$ cat config.mk
export PLATFORM = sky130hd
export DESIGN_NAME = sm3_pw1_unit
export DESIGN_NICKNAME = d
export VERILOG_FILES = /design/src/rtl/sm3_pw1_pkg.sv /design/src/rtl/sm3_pw1_perm.sv /design/src/rtl/sm3_pw1_front.sv /design/src/rtl/sm3_pw1_back.sv /design/src/rtl/sm3_pw1_unit.sv
export SDC_FILE = /design/constraint.sdc
export NUM_CORES = 1
export LEC_CHECK = 0
export BUFFER_PORTS_ARGS = -buffer_cell sky130_fd_sc_hd__clkbuf_2
export CORE_MARGIN = 8
export CORE_UTILIZATION = 40
export DETAILED_ROUTE_END_ITERATION = 12
export GPL_TIMING_DRIVEN = 0
export HOLD_SLACK_MARGIN = 0.08
export PLACE_DENSITY = 0.74
export SLEW_MARGIN = 0
export SYNTH_ARGS = -nofsm -noshare
export SYNTH_HDL_FRONTEND = slang
export SYNTH_SLANG_ARGS = --single-unit
$ cat constraint.sdc
create_clock -name clk_i -period 6.7 [get_ports clk_i]
set_input_delay 1.005 -clock clk_i [delete_from_list [all_inputs] [get_ports clk_i]]
set_output_delay 1.005 -clock clk_i [all_outputs]
set_load 0.02 [all_outputs]
$ cat src/rtl/sm3_pw1_pkg.sv
package sm3_pw1_pkg;
  localparam int unsigned LANE_W = 32;
  localparam int unsigned LANES  = 4;
  localparam int unsigned ROT_M  = 15;
  localparam int unsigned ROT_P1 = 15;
  localparam int unsigned ROT_P2 = 23;

  typedef struct packed {
    logic vld;
    logic undef;
  } ctl_t;
endpackage

$ cat src/rtl/sm3_pw1_perm.sv
module sm3_pw1_perm #(
  parameter int unsigned W     = 32,
  parameter int unsigned ROT_A = 15,
  parameter int unsigned ROT_B = 23
) (
  input  logic [W-1:0] x_i,
  output logic [W-1:0] y_o
);
  logic [W-1:0] rot_a, rot_b;

  assign rot_a = {x_i[W-1-ROT_A:0], x_i[W-1:W-ROT_A]};
  assign rot_b = {x_i[W-1-ROT_B:0], x_i[W-1:W-ROT_B]};
  assign y_o   = x_i ^ rot_a ^ rot_b;

  // xor of three rotations of x keeps the parity of x
  always_comb begin
    a_r2_parity: assert (^y_o === ^x_i || $isunknown(x_i))
      else $error("perm parity mismatch");
  end
endmodule

$ cat src/rtl/sm3_pw1_front.sv
module sm3_pw1_front
  import sm3_pw1_pkg::*;
#(
  parameter int unsigned W  = LANE_W,
  parameter int unsigned NL = LANES,
  parameter int unsigned RM = ROT_M
) (
  input  logic            clk_i,
  input  logic            rst_ni,
  input  logic            valid_i,
  input  logic            ext_en_i,
  input  logic [NL*W-1:0] d_i,
  input  logic [NL*W-1:0] n_i,
  input  logic [NL*W-1:0] m_i,
  output ctl_t            ctl_q,
  output logic [(NL-1)*W-1:0] low_q,
  output logic [W-1:0]    top_q
);
  localparam int unsigned LOW_W = (NL-1)*W;

  logic [NL*W-1:0] dn;
  logic [LOW_W-1:0] low_d;

  assign dn = d_i ^ n_i;

  for (genvar k = 0; k < NL-1; k++) begin : g_lane
    logic [W-1:0] m_up, pre;
    assign m_up = m_i[(k+1)*W +: W];
    assign pre  = dn[k*W +: W] ^ {m_up[W-1-RM:0], m_up[W-1:W-RM]};
    sm3_pw1_perm #(.W(W), .ROT_A(ROT_P1), .ROT_B(ROT_P2)) u_perm (
      .x_i(pre),
      .y_o(low_d[k*W +: W])
    );
  end

  always_ff @(posedge clk_i or negedge rst_ni) begin
    if (!rst_ni) begin
      ctl_q <= '0;
    end else begin
      ctl_q.vld   <= valid_i & ext_en_i;
      ctl_q.undef <= valid_i & ~ext_en_i;
    end
  end

  // data captured only for enabled issues
  always_ff @(posedge clk_i) begin
    if (valid_i && ext_en_i) begin
      low_q <= low_d;
      top_q <= dn[(NL-1)*W +: W];
    end
  end

  a_r6_one_kind: assert property (@(posedge clk_i) disable iff (!rst_ni)
    !(ctl_q.vld && ctl_q.undef))
    else $error("stage1 holds both kinds");
endmodule

$ cat src/rtl/sm3_pw1_back.sv
module sm3_pw1_back
  import sm3_pw1_pkg::*;
#(
  parameter int unsigned W  = LANE_W,
  parameter int unsigned NL = LANES,
  parameter int unsigned RM = ROT_M
) (
  input  logic                clk_i,
  input  logic                rst_ni,
  input  ctl_t                ctl_i,
  input  logic [(NL-1)*W-1:0] low_i,
  input  logic [W-1:0]        top_i,
  output logic                valid_o,
  output logic                undef_o,
  output logic [NL*W-1:0]     result_o
);
  logic [W-1:0] lane0, pre_top, fin_top;

  // serial dependency: top lane feeds on permuted lane 0
  assign lane0   = low_i[W-1:0];
  assign pre_top = top_i ^ {lane0[W-1-RM:0], lane0[W-1:W-RM]};

  sm3_pw1_perm #(.W(W), .ROT_A(ROT_P1), .ROT_B(ROT_P2)) u_perm_top (
    .x_i(pre_top),
    .y_o(fin_top)
  );

  always_ff @(posedge clk_i or negedge rst_ni) begin
    if (!rst_ni) begin
      valid_o <= 1'b0;
      undef_o <= 1'b0;
    end else begin
      valid_o <= ctl_i.vld;
      undef_o <= ctl_i.undef;
    end
  end

  always_ff @(posedge clk_i) begin
    if (ctl_i.vld) result_o <= {fin_top, low_i};
  end

  // a disabled op leaves the destination untouched
  a_r5_hold: assert property (@(posedge clk_i) disable iff (!rst_ni)
    undef_o |-> $stable(result_o))
    else $error("result changed on undefined op");
endmodule

$ cat src/rtl/sm3_pw1_unit.sv
module sm3_pw1_unit
  import sm3_pw1_pkg::*;
#(
  parameter int unsigned W  = LANE_W,
  parameter int unsigned NL = LANES
) (
  input  logic            clk_i,
  input  logic            rst_ni,
  input  logic            valid_i,
  input  logic            ext_en_i,
  input  logic [NL*W-1:0] d_i,
  input  logic [NL*W-1:0] n_i,
  input  logic [NL*W-1:0] m_i,
  output logic            valid_o,
  output logic            undef_o,
  output logic [NL*W-1:0] result_o
);
  ctl_t                ctl_s1;
  logic [(NL-1)*W-1:0] low_s1;
  logic [W-1:0]        top_s1;

  sm3_pw1_front #(.W(W), .NL(NL), .RM(ROT_M)) u_front (
    .clk_i   (clk_i),
    .rst_ni  (rst_ni),
    .valid_i (valid_i),
    .ext_en_i(ext_en_i),
    .d_i     (d_i),
    .n_i     (n_i),
    .m_i     (m_i),
    .ctl_q   (ctl_s1),
    .low_q   (low_s1),
    .top_q   (top_s1)
  );

  sm3_pw1_back #(.W(W), .NL(NL), .RM(ROT_M)) u_back (
    .clk_i   (clk_i),
    .rst_ni  (rst_ni),
    .ctl_i   (ctl_s1),
    .low_i   (low_s1),
    .top_i   (top_s1),
    .valid_o (valid_o),
    .undef_o (undef_o),
    .result_o(result_o)
  );

  a_r4_latency: assert property (@(posedge clk_i) disable iff (!rst_ni)
    (valid_i && ext_en_i) |=> ##1 valid_o)
    else $error("valid_o missing two cycles after issue");

  a_r5_undef_latency: assert property (@(posedge clk_i) disable iff (!rst_ni)
    (valid_i && !ext_en_i) |=> ##1 (undef_o && !valid_o))
    else $error("undef_o missing two cycles after disabled issue");

  a_r6_exclusive: assert property (@(posedge clk_i) disable iff (!rst_ni)
    !(valid_o && undef_o))
    else $error("valid_o and undef_o together");

  a_r8_reset_quiet: assert property (@(posedge clk_i)
    !rst_ni |-> (!valid_o && !undef_o))
    else $error("strobe high during reset");
endmodule

==> metrics.txt <==
WL final=34,800 um; pre-CTS setup slack=4.05 ns; Hold Violations, Final=0; critical-path cell list=clkbuf_2; CORE AREA=0.0334 mm2; CP max stage delay=0.46 ns; antenna-violating nets left=0; drt pass-1 iters=5; Die Ht=200 um; vias in the first global route=8,018; drt via density=4.59; DRT iter0 DRCs=246; worst path bufs/invs=1; Clock Path Buffers=3; crit end category=output port; io pins=518; Setup Viol. Count Final=0; total grt overflow=0; Synth Register Bits=260; maximum level of the CTS H-tree=1; CTS Hold Bufs=0; Critical Path Fanout Max=1; site row count=67; Hold Crit Class=input port to async pin; die width=200 um; DP HPWL=28,300 um; die area=0.0400 mm2; clk slew on worst S/H paths=0.06 ns; status=finished, final reports clean; DRC violations left=0; Syn Nets=938; Layout area overhead=29.4%; period utilization=32.9%; largest net degree at the start of global routing=67; Tmin final=2.20 ns; final setup TNS=0 ns; gp weighted congestion=0.824; library cells used by synthesis=9; CP top delay family=flip-flops; r2r startpoint=u_front.ctl_q[1]; Placed Area=0.0166 mm2; design area=0.0175 mm2; Worst EP arrival=1.20 ns; critical path class=flop to output port; total CTS buffers=29; Critical-path top delay cell=edfxtp_1; Critical Path Source=u_back.result_o[7]; I/O Buffers=485; power per cell area=305 mW/mm2; via count=7,067; Mapped Cells=550; Total GRT Usage=16.4%; RSZ-0062 raised after global routing=no; worst vdd ir=176 uV; Layout Utilization=52.4%; max_cap viols=0; Synth Warn #=0; Seq/Total Area, Yosys=57.5%; worst-case reg-to-reg path depth=1; initial core utilization=40.5%; internal reg-to-reg setup slack=4.87 ns; Post-CTS Setup Repair Bufs=0; fillers=2,671; clk root buf=clkbuf_16; Sink Count=260; worst relative slew slack=38.5%; Layout Nets=1,457; mean area per synthesized cell=24.6 um2; first-pass GRT wire length=48,200 um; routed len/inst=22.6 um; Pleak=0.00868 uW; setup ws final=4.50 ns; share of layout cells above drive strength 1=55.3%; worst endpoint required time=5.69 ns; measured slew at the worst slew-check pin=0.922 ns; Slew Viols, Final=0; fmax=454 MHz; Layout Skew=0.0149 ns; worst skew pair latency=0.54 ns; initial antenna violation count=3; CTS tree=done; CTS resizes=0; Post-Syn Area=0.0135 mm2; R2R Path End=u_back.result_o[3]; CP Launch Type=flop
synth_stat cells (all sizes together):
cell type,count,area share (%)
nor2b,1,0.046
xor2,32,2.1
xnor3,224,38
xnor2,32,2.5
dfrtp,4,0.74
and2,1,0.046
edfxtp,256,57
power breakdown:
group / total (uW) / switching [uW] / leakage [uW] / internal, uW
sequential: 2270 / 91.1 / 0.00245 / 2180
combinational: 1570 / 625 / 0.00579 / 942
clock: 1520 / 643 / 0.000438 / 872
layout make-up:
type / count / area [um2] / share of cell area (%)
flip-flops and latches: 260 / 7790 / 44.5
repair buffers: 488 / 2500 / 14.3
clock inverters: 20 / 164 / 0.936
well taps: 448 / 561 / 3.20
multi-input cells: 290 / 5750 / 32.8
clock buffers: 33 / 741 / 4.23
diodes: 1 / 2.50 / 0.0143
sequential cells by signal, indices dropped and copies added, names as in the netlist:
name and cells:
u_back.result_o 128, u_front.low_q 96, u_front.top_q 32, u_front.ctl_q 2, u_back.undef_o 1, u_back.valid_o 1
cells in the final DEF (no fill, tap or decap):
master / count
xnor2_1: 25
xnor3_1: 161
inv_8: 1
bufinv_16: 2
dfrtp_1: 3
dfrtp_4: 1
clkinvlp_4: 3
xnor2_2: 7
and2_4: 1
clkinv_1: 6
clkbuf_2: 485
clkinv_2: 6
xor2_1: 32
xnor3_2: 63
buf_16: 2
clkbuf_1: 4
clkinv_4: 2
clkbuf_16: 29
nor2b_1: 1
buf_12: 1
diode_2: 1
edfxtp_1: 256
how the worst max path moves through the flow:
stage,end,cells past startpoint
2_1_floorplan,u_front.low_q[0],1
3_5_place_dp,u_front.low_q[34],4
4_1_cts,result_o[7],1
3_3_place_gp,u_front.low_q[50],2
6_report,result_o[7],1
5_1_grt,result_o[7],1
metrics by stage:
| stage | power [uW] | hold WS [ns] | cells |
|---|---|---|---|
| floorplan | 3410 | 0.331 | 550 |
| global placement | 3840 | 0.337 | 1483 |
| detailed placement | 3880 | 0.362 | 1486 |
| CTS | 5420 | 0.243 | 1539 |
| global route | 5560 | 0.257 | 1539 |
| finish | 5350 | 0.272 | 1540 |
routing by layer:
layer	track usage [%]	share of wire, %	up-vias
met5	0	0.11	-
met4	6.08	3.2	6
met3	5.01	10	61
met2	29.7	52	345
met1	17.9	35	3438
li1	-	-	3217
cell families (layout without fill, tap and decap cells):
kind of cell / count (synthesis) / after routing / synth area share, %
and+or+nand+nor: 2 / 2 / 0.0925
DFF: 260 / 260 / 57.5
buffers and inverters: 0 / 541 / 0
other: 0 / 1 / 0
xor gates and xnor gates: 288 / 288 / 42.4
Note: power is estimated with default switching activity, not from simulation.
